==> config.mk <==
export PLATFORM = sky130hd
export DESIGN_NAME = conv_serial_tx
export DESIGN_NICKNAME = d
export VERILOG_FILES = /design/src/rtl/sertx_pkg.sv /design/src/rtl/sertx_cadence.sv /design/src/rtl/sertx_shifter.sv /design/src/rtl/conv_serial_tx.sv
export SDC_FILE = /design/constraint.sdc
export NUM_CORES = 1
export LEC_CHECK = 0
export ABC_AREA = 1
export BUFFER_PORTS_ARGS = -buffer_cell sky130_fd_sc_hd__buf_4
export CAP_MARGIN = 0
export CORE_ASPECT_RATIO = 0.8
export CORE_UTILIZATION = 45
export CTS_BUF_LIST = sky130_fd_sc_hd__clkbuf_8 sky130_fd_sc_hd__clkbuf_16
export CTS_CLUSTER_SIZE = 14
export DETAILED_ROUTE_END_ITERATION = 12
export PLACE_DENSITY_LB_ADDON = 0.12
export SETUP_SLACK_MARGIN = 0.4
export SLEW_MARGIN = 25
export SYNTH_ARGS = -nofsm -noshare
export SYNTH_HDL_FRONTEND = slang
export SYNTH_SLANG_ARGS = --single-unit
export TNS_END_PERCENT = 5
==> constraint.sdc <==
create_clock -name clk -period 2.05 [get_ports clk]
set_clock_uncertainty 0.1 [all_clocks]
set_input_delay 0.1025 -clock clk [delete_from_list [all_inputs] [get_ports clk]]
set_output_delay 0.1025 -clock clk [all_outputs]
set_load 0.005 [all_outputs]
==> src/rtl/sertx_pkg.sv <==
package sertx_pkg;
    typedef enum logic [1:0] {
        TX_IDLE  = 2'd0,
        TX_SHIFT = 2'd1,
        TX_DONE  = 2'd2
    } tx_state_e;
endpackage

==> src/rtl/sertx_cadence.sv <==
module sertx_cadence #(
    parameter int PERIOD = 32,
    parameter int WORD_W = 16
) (
    input  logic              clk,
    input  logic              rst_n,
    input  logic [WORD_W-1:0] res_word,
    input  logic              res_strobe,
    output logic              drdy,
    output logic [WORD_W-1:0] hold_word
);
    localparam int CW = $clog2(PERIOD);

    logic [CW-1:0]     tick_q;
    logic              wrap;
    logic [WORD_W-1:0] stage_q;
    logic [WORD_W-1:0] fresh;

    assign wrap  = (tick_q == CW'(PERIOD - 1));
    // a strobe on the capture edge is forwarded, never lost
    assign fresh = res_strobe ? res_word : stage_q;

    always_ff @(posedge clk or negedge rst_n) begin
        if (!rst_n) begin
            tick_q <= '0;
        end else if (wrap) begin
            tick_q <= '0;
        end else begin
            tick_q <= tick_q + 1'b1;
        end
    end

    always_ff @(posedge clk or negedge rst_n) begin
        if (!rst_n) begin
            stage_q <= '0;
        end else if (res_strobe) begin
            stage_q <= res_word;
        end
    end

    always_ff @(posedge clk or negedge rst_n) begin
        if (!rst_n) begin
            drdy      <= 1'b0;
            hold_word <= '0;
        end else begin
            drdy <= wrap;
            if (wrap) begin
                hold_word <= fresh;
            end
        end
    end
endmodule

==> src/rtl/sertx_shifter.sv <==
module sertx_shifter
    import sertx_pkg::*;
#(
    parameter int WORD_W = 16
) (
    input  logic              clk,
    input  logic              rst_n,
    input  logic              frame_req_n,
    input  logic [WORD_W-1:0] hold_word,
    output logic              shift_en,
    output logic              tx_bit
);
    localparam int BW = $clog2(WORD_W);

    tx_state_e         state_q;
    tx_state_e         state_d;
    logic [BW-1:0]     bcnt_q;
    logic [WORD_W-1:0] shreg_q;
    logic              last_bit;

    assign last_bit = (bcnt_q == BW'(WORD_W - 1));

    always_comb begin
        state_d = state_q;
        unique case (state_q)
            TX_IDLE:  if (!frame_req_n) state_d = TX_SHIFT;
            TX_SHIFT: begin
                if (frame_req_n)   state_d = TX_IDLE;
                else if (last_bit) state_d = TX_DONE;
                else               state_d = TX_SHIFT;
            end
            TX_DONE:  if (frame_req_n) state_d = TX_IDLE;
            default:  state_d = TX_IDLE;
        endcase
    end

    always_ff @(posedge clk or negedge rst_n) begin
        if (!rst_n) begin
            state_q <= TX_IDLE;
        end else begin
            state_q <= state_d;
        end
    end

    always_ff @(posedge clk or negedge rst_n) begin
        if (!rst_n) begin
            shreg_q <= '0;
            bcnt_q  <= '0;
        end else if (state_q == TX_IDLE && state_d == TX_SHIFT) begin
            shreg_q <= hold_word;
            bcnt_q  <= '0;
        end else if (state_q == TX_SHIFT && state_d == TX_SHIFT) begin
            shreg_q <= {shreg_q[WORD_W-2:0], 1'b0};
            bcnt_q  <= bcnt_q + 1'b1;
        end
    end

    always_comb begin
        shift_en = (state_q == TX_SHIFT);
        tx_bit   = (state_q == TX_IDLE) ? hold_word[WORD_W-1] : shreg_q[WORD_W-1];
    end
endmodule

==> src/rtl/conv_serial_tx.sv <==
module conv_serial_tx #(
    parameter int PERIOD = 32,
    parameter int WORD_W = 16
) (
    input  logic              clk,
    input  logic              rst_n,
    input  logic [WORD_W-1:0] res_word_i,
    input  logic              res_strobe_i,
    input  logic              frame_req_n_i,
    output logic              drdy_o,
    output logic              sclk_o,
    output logic              sdata_o,
    output logic              sdata_oe_o
);
    logic [WORD_W-1:0] hold_word;
    logic              shift_en;
    logic              tx_bit;

    sertx_cadence #(.PERIOD(PERIOD), .WORD_W(WORD_W)) cad_i (
        .clk        (clk),
        .rst_n      (rst_n),
        .res_word   (res_word_i),
        .res_strobe (res_strobe_i),
        .drdy       (drdy_o),
        .hold_word  (hold_word)
    );

    sertx_shifter #(.WORD_W(WORD_W)) shf_i (
        .clk         (clk),
        .rst_n       (rst_n),
        .frame_req_n (frame_req_n_i),
        .hold_word   (hold_word),
        .shift_en    (shift_en),
        .tx_bit      (tx_bit)
    );

    // enable changes only while clk is high, so no spurious edge
    assign sclk_o     = shift_en ? clk : 1'b1;
    assign sdata_oe_o = ~frame_req_n_i;
    assign sdata_o    = sdata_oe_o & tx_bit;
endmodule

==> run summary, run 1 <==
Status -> finished, final reports clean
Layout Nets -> 363
I/O pins -> 24
DIE HEIGHT -> 70.6 um
Final cycle utilization of the critical path -> 0.815
Cell Rows -> 24
Slew headroom -> 0.504
Final HPWL DP -> 2.88 mm
Hold slack final -> 0.0221 ns
Seq/Total Area, Yosys -> 0.567
Residual DRC count -> 0
Grt met3 use -> 0.0852
Hold Crit Class -> input pin to flop
Yosys cell types -> 23
CTS Root Buffer Type -> clkbuf_8
First-pass GRT wire length -> 8.48 mm
Switching Power -> 0.745 mW
Register bit count reported by yosys -> 60
Setup violations, final -> 0
Clock Tree Buf Depth -> 2
Reg power frac -> 0.458
Vias per inst -> 4.67
Worst path bufs/invs -> 4
Post-Syn Instances -> 283
Switching fraction of total power -> 0.251
Synth warn -> 0
Layout cell share with drive strength beyond 1 -> 0.243
Worst-path fanout max -> 5
Crit path largest cell delay -> 0.14 ns
Die area -> 0.00619 mm2
Setup TNS -> 0 ns
CTS tree -> yes
Met2 Use GR -> 0.289
Max capacitance violation total -> 0
Starting Density -> 0.476
Tot GR Track Use -> 0.186
Clock Power Share -> 0.433
Routability cong. -> 0.708
Critical-path top delay cell -> clkbuf_16
Initial drt markers -> 107
PortBufs -> 23
Commonest cells after routing, fill and taps aside -> 101 x nand2_1, 60 x dfrtp_1, 35 x buf_4, 26 x inv_1, 19 x o21ai_0
CTS buffer count -> 9
Peak VDD IR -> 434 uV
Largest net degree at the start of global routing -> 61
Fin crit period -> 1.67 ns
Ant diodes -> 0
Critical-path cell list -> clkbuf_16 -> buf_8 -> clkinv_4 -> nand2_2 -> buf_6
Worst Tran Pin Value -> 0.744 ns
Clock-pin slew on the worst setup and hold paths -> 0.07 ns
Top Family by Delay on Critical Path -> buffers and inverters
Leak Pwr -> 1.73 nW
Met1 GRT Util -> 0.226
First drt pass iteration count -> 4
Most used routing layer -> met2
Fin. Hold Viols -> 0
Final ANT Viol Nets -> 0
WP data required -> 1.85 ns
Initial antenna violation count -> 0
Final Max Slew Viols -> 0
Post-synth net total -> 306
Pwr Density -> 876 mW/mm2
Critical Path Start Type -> clock port
Max Clock Freq -> 606 MHz
Commonest non-fill, non-tap cell in the layout -> nand2_1
Global route overflow -> 0
Number of global-route vias before repair -> 1915
P&R area growth vs syn -> 28.2%
H-tree depth -> 3
RSZ-0062 raised after global routing -> true
Core area -> 0.00556 mm2
Total wire length -> 5.04 mm
Mapped Area -> 0.00265 mm2
Core Util, Final -> 0.611
Critical Path End Type -> output pin
Die width -> 87.7 um
Total vias in the final route -> 1974
Arrival @ worst endpoint -> 1.47 ns
Avg WL per Cell -> 11.9 um
Crit Path Class -> clock port to output pin
Combinational share of power -> 0.109
Worst skew pair latency -> 0.38 ns
Pint -> 2.23 mW
Post-Syn Area per Cell -> 9.35 um2
-- final cells by class --
class                      count  area [um2]
sequential                    60        1500
fill                         500        2160
inverter                      27         106
timing repair buffer          54         488
tap                           78        97.6
clock inverter                 6        58.8
multi-input combinational    183         942
clock buffer                  15         198
-- kinds of logic after synthesis --
kind of cell               Yosys count  synth area share
AOI/OAI and AO/OA                   29            0.0558
and+or+nand+nor                    137             0.222
DFF                                 60             0.567
adders and majority gates            3            0.0142
buffers and inverters               40            0.0813
muxes                               14            0.0596
-- power groups by stage --
stage                     Sequential (mW)  Clock, mW  Combinational (mW)
final                                1.36       1.29               0.323
after global routing                 1.38       1.39               0.374
after global placement               1.38     0.0282               0.283
after CTS                            1.36       1.27               0.317
after floorplan                      1.37     0.0137               0.208
after detailed placement             1.38     0.0282               0.289
-- timing repair --
item,CTS,global route
pin swaps,0,1
hold buffers,18,0
setup endpoints to repair,16,17
setup buffers,3,9
gates resized for setup,2,14
hold endpoints to repair,83,0
cloned,0,1
-- cell usage after synthesis, drive strengths merged --
master	instances	area (um2)
nand2	109	432
inv	28	108
mux2	14	158
nand4	1	6.26
nor3b	1	7.51
ha	3	37.5
a21oi	3	15.0
clkbuf	3	31.3
nand3	19	108
buf	9	76.3
dfrtp	60	1500
o21bai	1	7.51
o21ai	25	125
nor2	7	33.8
-- routing by layer --
metal | vias to the layer above | wire (um)
met2 | 39 | 2310
met3 | 7 | 235
met1 | 929 | 2440
met4 | 0 | 60
met5 | - | 0
li1 | 999 | -
-- stage by stage --
step | worst slack, ns | std cells | cell area (um2) | total power [mW]
after floorplan | 0.435 | 283 | 2650 | 1.59
after global placement | 0.395 | 376 | 2840 | 1.69
after detailed placement | 0.350 | 376 | 2840 | 1.70
after CTS | 0.337 | 413 | 3250 | 2.95
after global routing | 0.326 | 423 | 3390 | 3.14
final | 0.380 | 423 | 3390 | 2.97
-- worst min-delay path, stage by stage --
cell and delay, ns:
buf_4 0.21, nand2_1 0.08, o21ai_0 0.09
-- state kept, by name, indices dropped and copies added (netlist names) --
name,count
cad_i.hold_word,16
cad_i.stage_q,16
shf_i.shreg_q,16
cad_i.tick_q,5
shf_i.bcnt_q,4
shf_i.state_q,2
cad_i.drdy,1
-- path summary, 6_finish.rpt --
kind                                           start                               to  slack [ns]  depth (start not counted)
min reg2reg                cad_i.tick_q[2]$_DFF_PN0_        cad_i.tick_q[3]$_DFF_PN0_        0.33                          2
max reg2reg                cad_i.tick_q[0]$_DFF_PN0_  cad_i.hold_word[13]$_DFFE_PN0P_        0.40                          7
min                                     res_strobe_i       cad_i.stage_q[6]$_DFF_PN0_        0.02                          3
min in group asynchronous                      rst_n   cad_i.hold_word[2]$_DFFE_PN0P_        0.20                          2
max                                              clk                           sclk_o        0.38                          5
max in group asynchronous                      rst_n       shf_i.state_q[1]$_DFF_PN0_        0.98                          2
No activity file was read; power rests on OpenSTA's default activity.
==> inputs of run 2 (changes only) <==
clock period = 1.43 ns   (was 2.05 ns; I/O delays follow)
==> run 2 against run 1 <==
Net effect: the run now ends with negative hold slack, negative setup slack left; worst setup slack got worse by 0.59 ns; total power increased by 27%; clock power about the same; count of clock-buffer cells in the layout decreased by 5; routed wire length unchanged; critical endpoint is now cad_i.hold_word[8]$_DFFE_PN0P_.
==> run summary, run 2 (synthesis results as in run 1) <==
Design Area, Final -> 0.00336 mm2
Final WS setup -> -0.210 ns
Final ANT Viol Nets -> 0
PortBufs -> 23
First drt pass iteration count -> 4
Routability cong. -> 0.708
I/O pins -> 24
DIE HEIGHT -> 70.6 um
Worst-path fanout max -> 8
Post-layout power -> 3.77 mW
Critical Path End Type -> flop
Top Family by Delay on Critical Path -> adder cells
Status -> finished, violations left
Core Util, Final -> 0.605
Total wire length -> 5.04 mm
Max capacitance violation total -> 0
Final Max Slew Viols -> 0
Max Clock Freq -> 610 MHz
Leak Pwr -> 1.73 nW
Number of global-route vias before repair -> 1851
Commonest cells after routing, fill and taps aside -> 88 x nand2_1, 60 x dfrtp_1, 30 x buf_4, 28 x inv_1
Pwr Density -> 1120 mW/mm2
Dpl cells -> 386
Die area -> 0.00619 mm2
Post-route insts no fill -> 408
Die width -> 87.7 um
Avg WL per Cell -> 12.4 um
H-tree depth -> 3
Hold Crit Class -> input pin to flop
CTS buffer count -> 9
Critical-path cell list -> ha_2 -> nand2_2 -> nor2_4 -> ha_4 -> clkbuf_16 -> mux2_4
Fillers -> 492
P&R area growth vs syn -> 26.9%
CTS Root Buffer Type -> clkbuf_8
Residual DRC count -> 0
Setup violations, final -> 17
Crit path largest cell delay -> 0.36 ns
Ant diodes -> 0
Total vias in the final route -> 1892
Final cycle utilization of the critical path -> 1.15
Cts hold-fix bufs -> 4
Clock Tree Buf Depth -> 2
Tot GR Track Use -> 0.186
Final HPWL DP -> 3.17 mm
CTS tree -> yes
Initial antenna violation count -> 0
Worst path bufs/invs -> 1
Worst skew pair latency -> 0.30 ns
Global route overflow -> 0
Vias per inst -> 4.64
Post-Place Worst Slack -> -0.190 ns
Largest net degree at the start of global routing -> 46
RSZ-0062 raised after global routing -> true
Failing checks -> negative hold slack, negative setup slack
Initial drt markers -> 103
Crit Path Class -> flop to flop
Clock-pin slew on the worst setup and hold paths -> 0.06 ns
Critical-path top delay cell -> dfrtp_1
Area post-placement -> 0.00295 mm2
Worst Tran Pin Value -> 0.332 ns
Fin crit period -> 1.64 ns
Hold slack final -> -0.0710 ns
Commonest non-fill, non-tap cell in the layout -> nand2_1
Fin. Hold Viols -> 13
Top flop regs -> cad_i.hold_word: 16 flops, cad_i.stage_q: 16 flops, shf_i.shreg_q: 16 flops
Critical Path Start Type -> flop
Arrival @ worst endpoint -> 1.72 ns
Core area -> 0.00556 mm2
Layout cell share with drive strength beyond 1 -> 0.300
Layout Nets -> 349
WP data required -> 1.51 ns
Setup TNS -> -2.76 ns
First-pass GRT wire length -> 8.60 mm
Peak VDD IR -> 541 uV
Starting Density -> 0.476
Slew headroom -> 0.776
Cell Rows -> 24
## run 2: worst register-to-register path: cells and delay by family (launching register included)
kind / cells / cell delay (ns)
fa+ha+maj: 2 / 0.41
buf+inv: 1 / 0.17
simple gates: 2 / 0.20
mux: 1 / 0.30
flops: 1 / 0.36
## run 2: cell type report
class | count | area (um2) | share of cell area
multi-input cells | 183 | 1050 | 0.313
clock inverters | 7 | 28.8 | 0.00857
well taps | 78 | 97.6 | 0.0291
repair buffers | 43 | 432 | 0.129
flip-flops and latches | 60 | 1500 | 0.447
clock buffers | 10 | 143 | 0.0425
inverters | 27 | 104 | 0.0309
## run 2: path summary, 6_finish.rpt
kind,startpoint,endpoint,slack [ns],cells after the start
setup reg to reg,cad_i.tick_q[1]$_DFF_PN0_,cad_i.hold_word[8]$_DFFE_PN0P_,-0.21,6
max in group asynchronous,rst_n,shf_i.shreg_q[10]$_DFFE_PN0P_,0.67,3
min in group asynchronous,rst_n,cad_i.stage_q[1]$_DFF_PN0_,0.07,2
hold reg to reg,shf_i.shreg_q[7]$_DFFE_PN0P_,shf_i.shreg_q[7]$_DFFE_PN0P_,0.39,2
setup / recovery,cad_i.tick_q[1]$_DFF_PN0_,cad_i.hold_word[8]$_DFFE_PN0P_,-0.21,6
hold / removal,res_word_i[4],cad_i.stage_q[4]$_DFF_PN0_,-0.07,3
## run 2: what timing repair did
action,in CTS,in global routing
gates resized for setup,18,28
hold endpoints to repair,76,12
buffers inserted,0,1
cloned,0,2
pin swaps,14,7
setup endpoints to repair,46,46
## run 2: metal layers
metal | GRT usage | routed length (um) | vias up | part of all wire
met5 | 0 | 0 | - | 0
met4 | 0.0619 | 66 | 0 | 0.013
met3 | 0.0875 | 182 | 6 | 0.036
met2 | 0.288 | 2380 | 28 | 0.47
met1 | 0.231 | 2410 | 888 | 0.48
li1 | - | - | 970 | -
## run 2: power breakdown
part | total, mW | switching (mW) | internal (mW)
sequential | 1.96 | 0.0979 | 1.86
clock | 1.30 | 0.625 | 0.677
combinational | 0.511 | 0.266 | 0.245
